--- src/rtl/intagg_pkg.sv ---
package intagg_pkg;
  // Word offsets of the two decoded registers.
  localparam int unsigned REG_ENABLE_OFS = 0;
  localparam int unsigned REG_STATUS_OFS = 1;

  // How an enable write was interpreted.
  typedef enum logic [2:0] {
    EN_IDLE,
    EN_STORE_ZERO,
    EN_GROW,
    EN_UNMASK,
    EN_MASK
  } en_kind_e;

  // How a status write was interpreted.
  typedef enum logic [2:0] {
    SW_IDLE,
    SW_IGNORED,
    SW_INIT,
    SW_PARTIAL,
    SW_REPLAY,
    SW_QUIET
  } sw_kind_e;
endpackage

--- src/rtl/intagg_en_ctrl.sv ---
module intagg_en_ctrl
  import intagg_pkg::*;
#(
  parameter int unsigned W = 32
) (
  input  logic         clk,
  input  logic         rst_n,
  input  logic         wr_en,
  input  logic [W-1:0] wdata,
  output logic [W-1:0] rb_q,
  output logic [W-1:0] set_q,
  output logic [W-1:0] mask_q,
  output logic [W-1:0] set_nxt,
  output logic [W-1:0] mask_nxt,
  output en_kind_e     kind
);
  logic [W-1:0] rb_nxt;
  logic [W-1:0] change;

  // Decide which of the enable-write behaviours applies.
  function automatic en_kind_e classify(input logic [W-1:0] data,
                                        input logic [W-1:0] set,
                                        input logic [W-1:0] rb);
    if (data == '0 && set == '0) return EN_STORE_ZERO;
    if ((set | data) != set) return EN_GROW;
    if (|((rb ^ data) & data)) return EN_UNMASK;
    return EN_MASK;
  endfunction

  always_comb begin
    kind     = wr_en ? classify(wdata, set_q, rb_q) : EN_IDLE;
    change   = rb_q ^ wdata;
    rb_nxt   = rb_q;
    set_nxt  = set_q;
    mask_nxt = mask_q;
    case (kind)
      EN_STORE_ZERO: rb_nxt = '0;
      EN_GROW: begin
        set_nxt = set_q | wdata;
        rb_nxt  = wdata;
      end
      EN_UNMASK: begin
        mask_nxt = mask_q & ~change;
        rb_nxt   = wdata;
      end
      EN_MASK: begin
        mask_nxt = mask_q | change;
        rb_nxt   = wdata;
      end
      default: ;
    endcase
  end

  always_ff @(posedge clk) begin
    if (!rst_n) begin
      rb_q   <= '0;
      set_q  <= '0;
      mask_q <= '0;
    end else begin
      rb_q   <= rb_nxt;
      set_q  <= set_nxt;
      mask_q <= mask_nxt;
    end
  end
endmodule

--- src/rtl/intagg_src_sel.sv ---
module intagg_src_sel #(
  parameter int unsigned N = 32
) (
  input  logic         clk,
  input  logic         rst_n,
  input  logic [N-1:0] src_lines,
  input  logic [N-1:0] en_set,
  output logic         evt_fire,
  output logic [N-1:0] evt_sel
);
  logic [N-1:0] src_q;
  logic [N-1:0] rise;

  // Per-line rising-edge detect and enable qualification.
  for (genvar g = 0; g < N; g++) begin : g_line
    always_ff @(posedge clk) begin
      if (!rst_n) src_q[g] <= 1'b0;
      else        src_q[g] <= src_lines[g];
    end
    assign rise[g]    = src_lines[g] & ~src_q[g];
    assign evt_sel[g] = src_lines[g] & en_set[g];
  end

  assign evt_fire = (|rise) & (|evt_sel);
endmodule

--- src/rtl/intagg_stat_ctrl.sv ---
module intagg_stat_ctrl
  import intagg_pkg::*;
#(
  parameter int unsigned W = 32
) (
  input  logic         clk,
  input  logic         rst_n,
  input  logic         wr_en,
  input  logic [W-1:0] wdata,
  input  logic         evt_fire,
  input  logic [W-1:0] evt_sel,
  input  logic [W-1:0] mask_nxt,
  output logic [W-1:0] status_q,
  output logic [W-1:0] pending_q,
  output logic         irq_q,
  output sw_kind_e     kind,
  output logic         evt_raised,
  output logic         evt_deferred
);
  logic [W-1:0] st_w, pd_w, st_nxt, pd_nxt;
  logic         irq_w, irq_nxt, busy;

  // Decide which of the status-write behaviours applies.
  function automatic sw_kind_e classify(input logic [W-1:0] data,
                                        input logic [W-1:0] st,
                                        input logic [W-1:0] pd);
    if (data == '0) return SW_IGNORED;
    if (&data) return SW_INIT;
    if ((st & ~data) != '0) return SW_PARTIAL;
    if (pd != '0) return SW_REPLAY;
    return SW_QUIET;
  endfunction

  always_comb begin
    kind  = wr_en ? classify(wdata, status_q, pending_q) : SW_IDLE;
    st_w  = status_q;
    pd_w  = pending_q;
    irq_w = irq_q;
    // Register write first.
    case (kind)
      SW_INIT, SW_PARTIAL: st_w = status_q & ~wdata;
      SW_REPLAY: begin
        st_w  = pending_q;
        pd_w  = '0;
        irq_w = 1'b1;
      end
      SW_QUIET: begin
        st_w  = '0;
        irq_w = 1'b0;
      end
      default: ;
    endcase
    // Then the event, against the updated state.
    busy         = |(evt_sel & (mask_nxt | st_w));
    evt_raised   = evt_fire & ~busy;
    evt_deferred = evt_fire & busy;
    st_nxt  = evt_raised ? evt_sel : st_w;
    irq_nxt = evt_raised ? 1'b1 : irq_w;
    pd_nxt  = evt_deferred ? (pd_w | evt_sel) : pd_w;
  end

  always_ff @(posedge clk) begin
    if (!rst_n) begin
      status_q  <= '0;
      pending_q <= '0;
      irq_q     <= 1'b0;
    end else begin
      status_q  <= st_nxt;
      pending_q <= pd_nxt;
      irq_q     <= irq_nxt;
    end
  end
endmodule

--- src/rtl/intagg_group.sv ---
module intagg_group
  import intagg_pkg::*;
#(
  parameter int unsigned NUM_SRC = 32,
  parameter int unsigned ADDR_W  = 2
) (
  input  logic               clk,
  input  logic               rst_n,
  input  logic [NUM_SRC-1:0] src_lines,
  input  logic               bus_valid,
  input  logic               bus_write,
  input  logic [ADDR_W-1:0]  bus_addr,
  input  logic [NUM_SRC-1:0] bus_wdata,
  output logic [NUM_SRC-1:0] bus_rdata,
  output logic               irq_out
);
  localparam logic [ADDR_W-1:0] ADDR_ENABLE = ADDR_W'(REG_ENABLE_OFS);
  localparam logic [ADDR_W-1:0] ADDR_STATUS = ADDR_W'(REG_STATUS_OFS);

  logic               wr_enable, wr_status;
  logic [NUM_SRC-1:0] rb_q, set_q, mask_q, set_nxt, mask_nxt;
  logic [NUM_SRC-1:0] status_q, pending_q, evt_sel;
  logic               evt_fire, evt_raised, evt_deferred;
  en_kind_e           en_kind;
  sw_kind_e           sw_kind;

  // Readback selection by word offset.
  function automatic logic [NUM_SRC-1:0] read_mux(input logic [ADDR_W-1:0] a,
                                                  input logic [NUM_SRC-1:0] en_rb,
                                                  input logic [NUM_SRC-1:0] st);
    if (a == ADDR_ENABLE) return en_rb;
    if (a == ADDR_STATUS) return st;
    return '0;
  endfunction

  assign wr_enable = bus_valid & bus_write & (bus_addr == ADDR_ENABLE);
  assign wr_status = bus_valid & bus_write & (bus_addr == ADDR_STATUS);

  intagg_en_ctrl #(.W(NUM_SRC)) en_ctrl_i (
    .clk      (clk),
    .rst_n    (rst_n),
    .wr_en    (wr_enable),
    .wdata    (bus_wdata),
    .rb_q     (rb_q),
    .set_q    (set_q),
    .mask_q   (mask_q),
    .set_nxt  (set_nxt),
    .mask_nxt (mask_nxt),
    .kind     (en_kind)
  );

  intagg_src_sel #(.N(NUM_SRC)) src_sel_i (
    .clk       (clk),
    .rst_n     (rst_n),
    .src_lines (src_lines),
    .en_set    (set_nxt),
    .evt_fire  (evt_fire),
    .evt_sel   (evt_sel)
  );

  intagg_stat_ctrl #(.W(NUM_SRC)) stat_ctrl_i (
    .clk          (clk),
    .rst_n        (rst_n),
    .wr_en        (wr_status),
    .wdata        (bus_wdata),
    .evt_fire     (evt_fire),
    .evt_sel      (evt_sel),
    .mask_nxt     (mask_nxt),
    .status_q     (status_q),
    .pending_q    (pending_q),
    .irq_q        (irq_out),
    .kind         (sw_kind),
    .evt_raised   (evt_raised),
    .evt_deferred (evt_deferred)
  );

  assign bus_rdata = read_mux(bus_addr, rb_q, status_q);
endmodule

--- config.mk ---
export PLATFORM = sky130hd
export DESIGN_NAME = intagg_group
export DESIGN_NICKNAME = d
export VERILOG_FILES = /design/src/rtl/intagg_pkg.sv /design/src/rtl/intagg_en_ctrl.sv /design/src/rtl/intagg_src_sel.sv /design/src/rtl/intagg_stat_ctrl.sv /design/src/rtl/intagg_group.sv
export SDC_FILE = /design/constraint.sdc
export NUM_CORES = 1
export LEC_CHECK = 0
export BUFFER_PORTS_ARGS = -buffer_cell sky130_fd_sc_hd__buf_2
export CORE_ASPECT_RATIO = 0.75
export CORE_MARGIN = 4
export CORE_UTILIZATION = 35
export CTS_CLUSTER_DIAMETER = 30
export DETAILED_ROUTE_END_ITERATION = 10
export PLACE_DENSITY_LB_ADDON = 0.25
export SYNTH_ARGS = -nofsm -noshare
export SYNTH_HDL_FRONTEND = slang
export SYNTH_SLANG_ARGS = --single-unit
--- constraint.sdc ---
create_clock -name clk -period 3 [get_ports clk]
set_input_delay 0.15 -clock clk [delete_from_list [all_inputs] [get_ports clk]]
set_output_delay 0.15 -clock clk [all_outputs]
set_load 0.01 [all_outputs]
==> impl_metrics.csv, run 1 <==
group,metric,value,unit
status,run_status,"finished with violations",
status,violations,"negative setup slack",
worst_setup_path,timing.reg2reg.worst_path_depth,17,
placement,count_of_input_and_output_buffers,102,
timing,hold_fails_final_rpt,0,
worst_setup_path,critical_path_cell_list,"o22ai_2, nor4_1, buf_4, nand4_1, buf_6, buf_12, buf_16, o31a_1, o311ai_1, buf_4, o2111ai_4, or4_4, nor2_4, buf_6, buf_12, a21oi_4, a311oi_4",
finish,diodes,0,
routing,drc,0,
finish,layout.area.seq,3900,µm²
finish,area_growth_syn_to_layout,46.3,%
finish,multi_input_comb_area,5800,µm²
clocking,cts.reportedPaths.clkPinSlew,0.09,ns
finish,final_layout_size_suffix_gt1_frac,0.370,
synth,yosys_warnings,0,
clocking,tritoncts_clock_tree,"done",
placement,placed_area,13300,µm²
worst_setup_path,timing.critical_path.max_delay_family,"compound AO/OA/AOI/OAI gates",
timing,slew-limit-headroom,0.133,
clocking,numCtsBuffers,17,
worst_setup_path,worstSetupEndpointType,"flop",
floorplanning,placement_rows,53,
timing,worstMarginPinSlew,1.30,ns
timing,unrepaired_setup_endpoints_after_global_routing,"true",
finish,final.fill_count,2709,
timing,finalHoldWorstSlack,0.0206,ns
global_route,first_global_vias,10600,
timing,layout_min_cycle_time,3.81,ns
clocking,cts_root_buffer,"clkbuf_16",
clocking,clkLatencyLatePin,0.46,ns
synth,synthDistinctLibCells,51,
worst_setup_path,slowest_stage_delay_cp,0.54,ns
worst_setup_path,number_of_buffers_and_inverters_on_the_critical_path,7,
worst_setup_path,timing.critical_path.fanout_max,6,
routing,drt-initial-drc-count,1569,
timing,number_of_endpoints_failing_setup_at_the_final_stage,65,
synth,synth_enable_flop_cells,0,
clocking,clock_path_buffers,2,
routing,drt_wl_total,50800,µm
routing,drt_antenna_net_count,0,
floorplanning,chip_height,155,µm
synth,postSynthNetCount,1273,
timing,finalMaxSlewViolations,0,
worst_setup_path,critical_path.startpoint_type,"flop",
floorplanning,dieArea,31800,µm²
job,cap_violations,0,
synth,average_cell_area_after_synthesis,8.67,µm²
clocking,htreeDepth,4,
placement,detailedPlacementHpwl,39000,µm
finish,post-route-cell-area,14800,µm²
floorplanning,boundaryPins,103,
floorplanning,starting_utilization_of_the_core_area,0.358,
timing,maxClockFrequency,263,MHz
finish,nets,1651,
min_path,min_delay_path_depth,3,
routing,num_vias,11500,
floorplanning,core_area,28300,µm²
synth,synthFlopType,"dfxtp_1",
worst_setup_path,timing.critical_path.depth,17,
routing,avgRoutedWirePerCell,26.1,µm
pwr,max-vdd-ir-drop,0.446,mV
routing,drt_pass1_iterations,6,
timing,fin_crit_sh,1.27,
global_route,grt_first_pass_wirelength,71900,µm
global_route,grt_overflow,0,
worst_setup_path,worst-endpoint-required,3.31,ns
timing,post-route-worst-setup-slack,-0.808,ns
global_route,grt_antenna_before_repair,0,
clocking,clkSinkCount,193,
worst_setup_path,critical_path_class,"reg -> reg",
global_route,grt_max_degree,78,
synth,post_synth_inst_count,1171,
global_route,globalRouteTotalUtil,0.308,
routing,vias_per_cell,5.92,
pwr,power_density,527,nW/µm²
min_path,hp-class,"in -> reg",
pwr,cellLeakagePower,6.63,nW
worst_setup_path,crit_path_slowest_cell,"or4_4",
synth,synth_sequential_area_ratio,0.381,
timing,fin_worst_skew,0.0185,ns
synth,yosys_register_bits,193,
floorplanning,die_width,205,µm
placement,gpl.final_weighted_congestion,1.01,
worst_setup_path,crit_arrival,4.12,ns
synth,netlist_area,10100,µm²
synth,synth_async_sr_flop_share,0,
[cells by family after synthesis]
family,count (synthesis),synth area share
AOI/OAI and AO/OA,337,0.274
adders and majority gates,32,0.0395
buffers and inverters,215,0.0879
DFF,193,0.381
muxes,33,0.0325
and+or+nand+nor,361,0.186
[per-stage QoR]
stage / std cells / worst slack (ns) / total power, mW / utilization / TNS, ns
after floorplan: 1171 / -0.158 / 3.80 / - / -6.35
after global placement: 1875 / -1.23 / 4.88 / 0.469 / -58.67
after detailed placement: 1875 / -1.24 / 4.87 / 0.469 / -57.51
after CTS: 1944 / -0.627 / 7.62 / 0.518 / -37.84
after global routing: 1947 / -0.857 / 8.04 / 0.524 / -51.97
final: 1947 / -0.808 / 7.82 / 0.524 / -46.73
[area by class of cell]
cell class	instances	share of cell area
flip-flops and latches	193	0.262
repair buffers	442	0.240
clock buffers	19	0.0298
multi-input cells	766	0.391
clock inverters	13	0.0115
inverters	129	0.0326
well taps	385	0.0324
[placed cells by master (no fill, tap or decap), types with 19 or more instances in the layout]
cell,netlist,final
o2bb2ai_1,30,30
o22ai_1,31,27
buf_4,1,287
mux2i_1,33,33
a31o_2,29,27
ha_1,32,32
and2_1,62,57
a22oi_1,32,32
o31a_1,31,31
nor2_1,103,100
inv_1,121,121
o21a_1,30,30
nor4_1,79,69
a32o_1,29,29
nand4_1,21,21
buf_2,17,101
dfxtp_1,193,173
o311ai_1,12,21
clkbuf_16,0,19
nand2_1,52,52
buf_12,0,20
[sequential cells by signal, indices dropped and copies added, names as in the netlist]
register	count
en_ctrl_i.mask_q	32
src_sel_i.src_q	32
en_ctrl_i.rb_q	32
stat_ctrl_i.pending_q	32
stat_ctrl_i.status_q	32
stat_ctrl_i.irq_q	1
en_ctrl_i.set_q	32
[Yosys cell counts (16+ instances only)]
library cell | n | area share
o2bb2ai_1 | 30 | 0.026
buf_2 | 17 | 0.0084
o21a_1 | 30 | 0.022
a22oi_1 | 32 | 0.024
nand2_1 | 52 | 0.019
o211a_1 | 18 | 0.018
inv_1 | 121 | 0.045
a21o_1 | 19 | 0.014
nand4_1 | 21 | 0.013
o311ai_0 | 16 | 0.014
nor4_1 | 79 | 0.049
a32o_1 | 29 | 0.029
mux2i_1 | 33 | 0.033
o31a_1 | 31 | 0.027
nor2b_1 | 17 | 0.010
and2_1 | 62 | 0.038
a21oi_1 | 20 | 0.0099
clkbuf_1 | 50 | 0.018
dfxtp_1 | 193 | 0.38
nor2_1 | 103 | 0.038
a31o_2 | 29 | 0.025
ha_1 | 32 | 0.039
o22ai_1 | 31 | 0.019
[what timing repair did]
item	4_1_cts	5_1_grt
hold endpoints to repair	13	0
pin swaps	25	31
setup buffers	15	4
gates cloned	9	3
setup endpoints to repair	65	65
resized for setup	66	30
hold buffers	13	0
[worst paths after layout]
path / startpoint / endpoint / slack, ns
setup / recovery: en_ctrl_i.set_q[19]$_SDFF_PN0_ / stat_ctrl_i.status_q[20]$_SDFF_PN0_ / -0.81
hold / removal: src_lines[10] / src_sel_i.src_q[10]$_SDFF_PN0_ / 0.02
setup reg to reg: en_ctrl_i.set_q[19]$_SDFF_PN0_ / stat_ctrl_i.status_q[20]$_SDFF_PN0_ / -0.81
hold reg to reg: stat_ctrl_i.pending_q[29]$_SDFF_PN0_ / stat_ctrl_i.pending_q[29]$_SDFF_PN0_ / 0.51
[report_power, final]
group	internal [mW]	switching [mW]	leakage (nW)	total [mW]
registers	2.71	0.140	1.58	2.85
clock network	1.29	1.16	0.294	2.45
logic	1.22	1.30	4.76	2.52
total	5.22	2.60	6.63	7.82
[metal layers]
metal / share of wire / up-vias / wire length [µm] / global-route usage
met2: 0.38 / 741 / 19100 / 0.396
met5: 0 / - / 0 / 0
met1: 0.46 / 5622 / 23300 / 0.481
met3: 0.15 / 48 / 7580 / 0.121
met4: 0.015 / 0 / 780 / 0.0552
li1: - / 5106 / - / -
[worst register-to-register path, delay by kind of cell (launching register included)]
kind,cells,cell delay [ns]
buffers and inverters,7,1.05
AO/OA/AOI/OAI,6,1.15
flip-flops,1,0.39
AND/OR/NAND/NOR,4,1.08
Power figures use the tool's default switching activity.
==> run 2, diff against run 1 <==
--- a/config.mk
+++ b/config.mk
@@ -12,6 +12,7 @@
 export CTS_CLUSTER_DIAMETER = 30
 export DETAILED_ROUTE_END_ITERATION = 10
 export PLACE_DENSITY_LB_ADDON = 0.25
+export REMOVE_ABC_BUFFERS = 1
 export SYNTH_ARGS = -nofsm -noshare
 export SYNTH_HDL_FRONTEND = slang
 export SYNTH_SLANG_ARGS = --single-unit
==> run 2 against run 1 <==
Compared with the run above:
- the run still ends with negative setup slack left
- global-route usage fell by 1.5 points
- via count fell by 2.8%
- count of clock-buffer cells in the layout fell by 1
- sequential cell count did not move
- non-clock buffer count rose by 16
==> impl_metrics.csv, run 2 (same netlist as run 1, synthesis figures left out) <==
group,metric,value,unit
timing,maxClockFrequency,252,MHz
placement,count_of_input_and_output_buffers,102,
worst_setup_path,crit_top_cell,"buf_4",
worst_setup_path,critical_path_cell_list,"buf_2, nor4_1, buf_4, and4_1, buf_4, a221oi_1, nand4_1, buf_4, buf_4, o2bb2ai_1, o311ai_2, buf_4, nand4_1, or4_4, nor2_4, buf_12, buf_8, nand2_4, clkbuf_16, o211a_1",
worst_setup_path,number_of_buffers_and_inverters_on_the_critical_path,9,
clocking,clock_path_buffers,2,
clocking,htreeDepth,4,
routing,drt_pass1_iterations,5,
status,violations,"negative setup slack",
routing,drt_wl_total,48100,µm
worst_setup_path,critical_path.startpoint_type,"primary input",
global_route,grt_antenna_before_repair,0,
job,cap_violations,0,
worst_setup_path,timing.critical_path.max_delay_family,"simple AND/OR/NAND/NOR gates",
finish,final_layout_size_suffix_gt1_frac,0.381,
worst_setup_path,ff2ff_setup_slack,-0.95,ns
floorplanning,starting_utilization_of_the_core_area,0.358,
finish,commonest_non_fill_non_tap_cells_in_the_layout,"buf_4 (298), dfxtp_1 (173), inv_1 (121)",
routing,drt_antenna_net_count,0,
timing,fin_worst_skew,0.0192,ns
worst_setup_path,crit_arrival,4.30,ns
finish,area_growth_syn_to_layout,48.1,%
worst_setup_path,worst-endpoint-required,3.33,ns
pwr,max-vdd-ir-drop,0.410,mV
placement,gpl.final_weighted_congestion,1.03,
global_route,grt_max_degree,71,
finish,nets,1664,
clocking,tritoncts_clock_tree,"done",
floorplanning,core_area,28300,µm²
floorplanning,chip_height,155,µm
placement,dp_cells,1880,
pwr,cellLeakagePower,6.61,nW
pwr,power_density,506,nW/µm²
clocking,clkLatencyLatePin,0.45,ns
routing,drt-initial-drc-count,1163,
timing,fin_crit_sh,1.32,
routing,avgRoutedWirePerCell,24.5,µm
timing,unrepaired_setup_endpoints_after_global_routing,"true",
worst_setup_path,critical_path_class,"in -> reg",
status,run_status,"finished with violations",
timing,layout_min_cycle_time,3.97,ns
worst_setup_path,worstSetupEndpointType,"flop",
floorplanning,boundaryPins,103,
finish,final.fill_count,2739,
floorplanning,dieArea,31800,µm²
timing,finalMaxSlewViolations,0,
timing,number_of_endpoints_failing_setup_at_the_final_stage,65,
clocking,cts.reportedPaths.clkPinSlew,0.09,ns
routing,vias_per_cell,5.71,
global_route,grt_first_pass_wirelength,69400,µm
clocking,numCtsBuffers,17,
placement,detailedPlacementHpwl,36000,µm
routing,drc,0,
timing,hold_fails_final_rpt,0,
pwr,power,7.60,mW
worst_setup_path,timing.reg2reg.worst_path_depth,17,
finish,diodes,0,
clocking,clkSinkCount,193,
clocking,cts_root_buffer,"clkbuf_16",
routing,num_vias,11200,
finish,layout.cells.most_common,"buf_4",
finish,layout.cells.non_filler,1960,
global_route,first_global_vias,10700,
worst_setup_path,timing.critical_path.depth,20,
global_route,globalRouteTotalUtil,0.293,
timing,worstMarginPinSlew,0.827,ns
floorplanning,placement_rows,53,
timing,slew-limit-headroom,0.449,
min_path,min_delay_path_depth,2,
worst_setup_path,slowest_stage_delay_cp,0.60,ns
global_route,grt_overflow,0,
floorplanning,die_width,205,µm
worst_setup_path,timing.critical_path.fanout_max,10,
placement,setup_ws_pre_cts,-1.44,ns
min_path,hp-class,"in -> reg",
timing,post-route-worst-setup-slack,-0.966,ns
worst_setup_path,crit_path_slowest_cell,"or4_4",
run 2: cell count changes in the layout (fill, tap and decap cells not counted), sizes merged:
cell	delta
bufinv	-1
dlygate4sd3	+6
inv	+4
clkbuf	+1
nor2b	-3
clkinvlp	-1
buf	+10
bufbuf	-2
clkinv	-1
run 2: per-layer routing:
layer	track usage	up-vias	wire (µm)
met1	0.415	5411	21200
li1	-	5135	-
met4	0.0902	0	1460
met2	0.430	567	20300
met5	0	-	0
met3	0.0884	76	5180
run 2: final timing paths:
path / startpoint / endpoint
hold reg to reg: stat_ctrl_i.pending_q[19]$_SDFF_PN0_ / stat_ctrl_i.pending_q[19]$_SDFF_PN0_
setup / recovery: bus_wdata[21] / stat_ctrl_i.status_q[15]$_SDFF_PN0_
setup reg to reg: en_ctrl_i.set_q[15]$_SDFF_PN0_ / stat_ctrl_i.status_q[15]$_SDFF_PN0_
hold / removal: src_lines[26] / src_sel_i.src_q[26]$_SDFF_PN0_
run 2: cell type report:
cell class                 count  area, µm²  share of cell area
tap                          385        482              0.0320
multi-input combinational    763       5920               0.394
timing repair buffer         458       3670               0.244
inverter                     129        484              0.0322
clock buffer                  18        429              0.0286
sequential                   193       3910               0.260
clock inverter                14        141             0.00941
run 2: power by group:
group / leakage (nW) / switching [mW] / internal [mW] / total [mW]
Sequential: 1.58 / 0.115 / 2.71 / 2.82
Clock: 0.279 / 1.16 / 1.18 / 2.33
Combinational: 4.75 / 1.23 / 1.22 / 2.45
run 2: repair_timing:
action | 4_1_cts | 5_1_grt
endpoints found under the hold margin | 22 | 0
hold buffers | 19 | 0
buffers inserted | 12 | 10
endpoints found under the setup margin | 65 | 65
gates cloned | 5 | 4
resized for setup | 81 | 61
pin swaps | 35 | 40
run 2: per-stage QoR:
stage	setup TNS (ns)	utilization	hold slack (ns)	instance area, µm²
floorplan	-351.55	-	0.267	9740
global placement	-91.16	0.468	0.415	13300
detailed placement	-90.69	0.468	0.416	13300
CTS	-52.12	0.517	0.00258	14600
global route	-61.99	0.531	0.0208	15000
finish	-58.24	0.531	0.0175	15000
==> run 3, diff against run 2 <==
--- a/config.mk
+++ b/config.mk
@@ -13,6 +13,7 @@
 export DETAILED_ROUTE_END_ITERATION = 10
 export PLACE_DENSITY_LB_ADDON = 0.25
 export REMOVE_ABC_BUFFERS = 1
+export SKIP_CTS_REPAIR_TIMING = 1
 export SYNTH_ARGS = -nofsm -noshare
 export SYNTH_HDL_FRONTEND = slang
 export SYNTH_SLANG_ARGS = --single-unit
==> run 3 against run 2 <==
Compared with the run above:
- the flow finishes with violations (negative hold slack, negative setup slack)
- critical path depth down 1
- critical endpoint is now stat_ctrl_i.pending_q[6]$_SDFF_PN0_
- final area down 1.5%
- global-route usage down 0.95 points
- power down 1.5%
- largest power group unchanged
- count of clock-buffer cells in the layout unchanged
- utilization down 0.78 points
- die area unchanged
- cell count down 0.82%
==> impl_metrics.csv, run 3 (same netlist as run 1, synthesis figures left out) <==
group,metric,value,unit
finish,multi_input_comb_area,5960,µm²
global_route,grt_first_pass_wirelength,67200,µm
timing,finalHoldWorstSlack,-0.0108,ns
timing,fin_crit_sh,1.31,
pwr,clock_power_share,0.311,
routing,drt-initial-drc-count,1133,
clocking,clkSinkCount,193,
routing,drt_wl_total,47300,µm
floorplanning,die_width,205,µm
routing,drt_antenna_net_count,0,
global_route,grt_antenna_before_repair,0,
timing,hold_fails_final_rpt,3,
timing,fin_worst_skew,0.0174,ns
pwr,cellLeakagePower,6.50,nW
worst_setup_path,critPathLaunch,"bus_wdata[21]",
global_route,first_global_vias,10400,
routing,avgRoutedWirePerCell,24.3,µm
routing,vias_per_cell,5.72,
finish,commonest_non_fill_non_tap_cells_in_the_layout,"buf_4 (295), dfxtp_1 (183), inv_1 (121)",
status,run_status,"finished with violations",
timing,worstMarginPinSlew,0.834,ns
global_route,grt_overflow,0,
floorplanning,chip_height,155,µm
floorplanning,dieArea,31800,µm²
global_route,use_met1,0.418,
placement,setup_ws_pre_cts,-1.44,ns
routing,num_vias,11100,
global_route,grt_max_degree,71,
worst_setup_path,timing.critical_path.fanout_max,10,
pwr,max-vdd-ir-drop,0.395,mV
finish,final_layout_size_suffix_gt1_frac,0.379,
worst_setup_path,slowest_stage_delay_cp,0.55,ns
routing,drt_pass1_iterations,5,
finish,final.fill_count,2745,
placement,count_of_input_and_output_buffers,102,
worst_setup_path,worstSetupEndpointType,"flop",
worst_setup_path,r2r_start,"en_ctrl_i.set_q[30]$_SDFF_PN0_",
pwr,cellInternalPower,5.04,mW
job,cap_violations,0,
global_route,groute.layer.met2.usage,0.403,
clocking,htreeDepth,4,
worst_setup_path,crit_arrival,4.27,ns
worst_setup_path,critical_path_class,"in -> reg",
worst_setup_path,critical_path_cell_list,"buf_2, nor4_1, buf_4, and4_1, buf_4, a221oi_1, nand4_1, buf_4, buf_4, o2bb2ai_1, o311ai_2, buf_4, nand4_1, or4_4, nor2_4, buf_12, nor2b_4, clkbuf_16, a32o_1",
global_route,globalRoute.busiestLayer,"met1",
floorplanning,placement_rows,53,
timing,post-route-worst-setup-slack,-0.932,ns
worst_setup_path,worst-endpoint-required,3.34,ns
status,violations,"negative hold slack, negative setup slack",
clocking,tritoncts_clock_tree,"done",
timing,finalMaxSlewViolations,0,
timing,maxClockFrequency,254,MHz
worst_setup_path,setup.worst_path.end,"stat_ctrl_i.pending_q[6]$_SDFF_PN0_",
pwr,power.share.switching,0.327,
worst_setup_path,ff2ff_setup_slack,-0.92,ns
timing,slew-limit-headroom,0.444,
min_path,hp-class,"in -> reg",
finish,layout.area.seq,3880,µm²
finish,diodes,0,
placement,dp_cells,1880,
worst_setup_path,crit_path_slowest_cell,"nor4_1",
worst_setup_path,timing.reg2reg.worst_path_depth,16,
clocking,cts.reportedPaths.clkPinSlew,0.08,ns
timing,number_of_endpoints_failing_setup_at_the_final_stage,65,
worst_setup_path,r2r-end,"stat_ctrl_i.pending_q[6]$_SDFF_PN0_",
finish,nets,1648,
floorplanning,boundaryPins,103,
placement,gpl.final_weighted_congestion,1.03,
pwr,power.net_switching,2.45,mW
worst_setup_path,crit_top_cell,"buf_4",
placement,detailedPlacementHpwl,36000,µm
global_route,grt_util_met3,0.0661,
clocking,numCtsBuffers,17,
finish,layout.cells.non_filler,1944,
worst_setup_path,critical_path.startpoint_type,"primary input",
global_route,globalRouteTotalUtil,0.284,
pwr,combinationalPowerShare,0.312,
pwr,seq_power_share,0.377,
timing,layout_min_cycle_time,3.93,ns
finish,area_growth_syn_to_layout,45.9,%
pwr,power_density,506,nW/µm²
finish,utilization,0.523,
finish,layout.cells.most_common,"buf_4",
floorplanning,core_area,28300,µm²
timing,unrepaired_setup_endpoints_after_global_routing,"true",
floorplanning,starting_utilization_of_the_core_area,0.358,
finish,post-route-cell-area,14800,µm²
routing,drc,0,
clocking,clock_path_buffers,2,
clocking,clkLatencyLatePin,0.45,ns
clocking,cts_root_buffer,"clkbuf_16",
placement,placed_area,13300,µm²
## run 3: layer usage
layer | vias up | wire length (µm)
met5 | - | 0
met4 | 0 | 1460
met3 | 76 | 4600
met2 | 544 | 19900
met1 | 5389 | 21400
li1 | 5106 | -
## run 3: worst min path at each step
stage               slack (ns)  cells after the start     startpoint                         endpoint
CTS                      -0.06                      3  src_lines[15]   src_sel_i.src_q[15]$_SDFF_PN0_
floorplan                 0.27                      1          rst_n  en_ctrl_i.mask_q[22]$_SDFF_PN0_
finish                   -0.01                      3  src_lines[21]   src_sel_i.src_q[21]$_SDFF_PN0_
detailed placement        0.42                      3  src_lines[15]   src_sel_i.src_q[15]$_SDFF_PN0_
global placement          0.42                      3  src_lines[15]   src_sel_i.src_q[15]$_SDFF_PN0_
global route            0.0006                      3  src_lines[11]   src_sel_i.src_q[11]$_SDFF_PN0_
## run 3: critical path, delay by kind of cell
kind / cells / cell delay (ns)
AO/OA/AOI/OAI: 4 / 0.82
buffers and inverters: 8 / 1.41
AND/OR/NAND/NOR: 7 / 1.87
## run 3: layout make-up
| class | instances | area share |
|---|---|---|
| flip-flops and latches | 193 | 0.262 |
| clock buffers | 18 | 0.0290 |
| repair buffers | 442 | 0.232 |
| well taps | 385 | 0.0325 |
| multi-input cells | 763 | 0.403 |
| clock inverters | 14 | 0.00955 |
| inverters | 129 | 0.0327 |
## run 3: per-stage QoR
| step | total power [mW] | TNS [ns] |
|---|---|---|
| after floorplan | 3.66 | -351.55 |
| after detailed placement | 4.85 | -90.69 |
| final | 7.49 | -57.18 |
| after global placement | 4.84 | -91.16 |
| after CTS | 7.18 | -86.60 |
| after global routing | 7.74 | -57.34 |
## run 3: power groups by stage
stage / sequential [mW] / clock [mW] / combinational [mW]
after floorplan: 2.84 / 0 / 0.817
after global placement: 2.87 / 0 / 1.96
after detailed placement: 2.87 / 0 / 1.98
after CTS: 2.81 / 2.37 / 1.99
after global routing: 2.83 / 2.46 / 2.45
final: 2.82 / 2.33 / 2.33
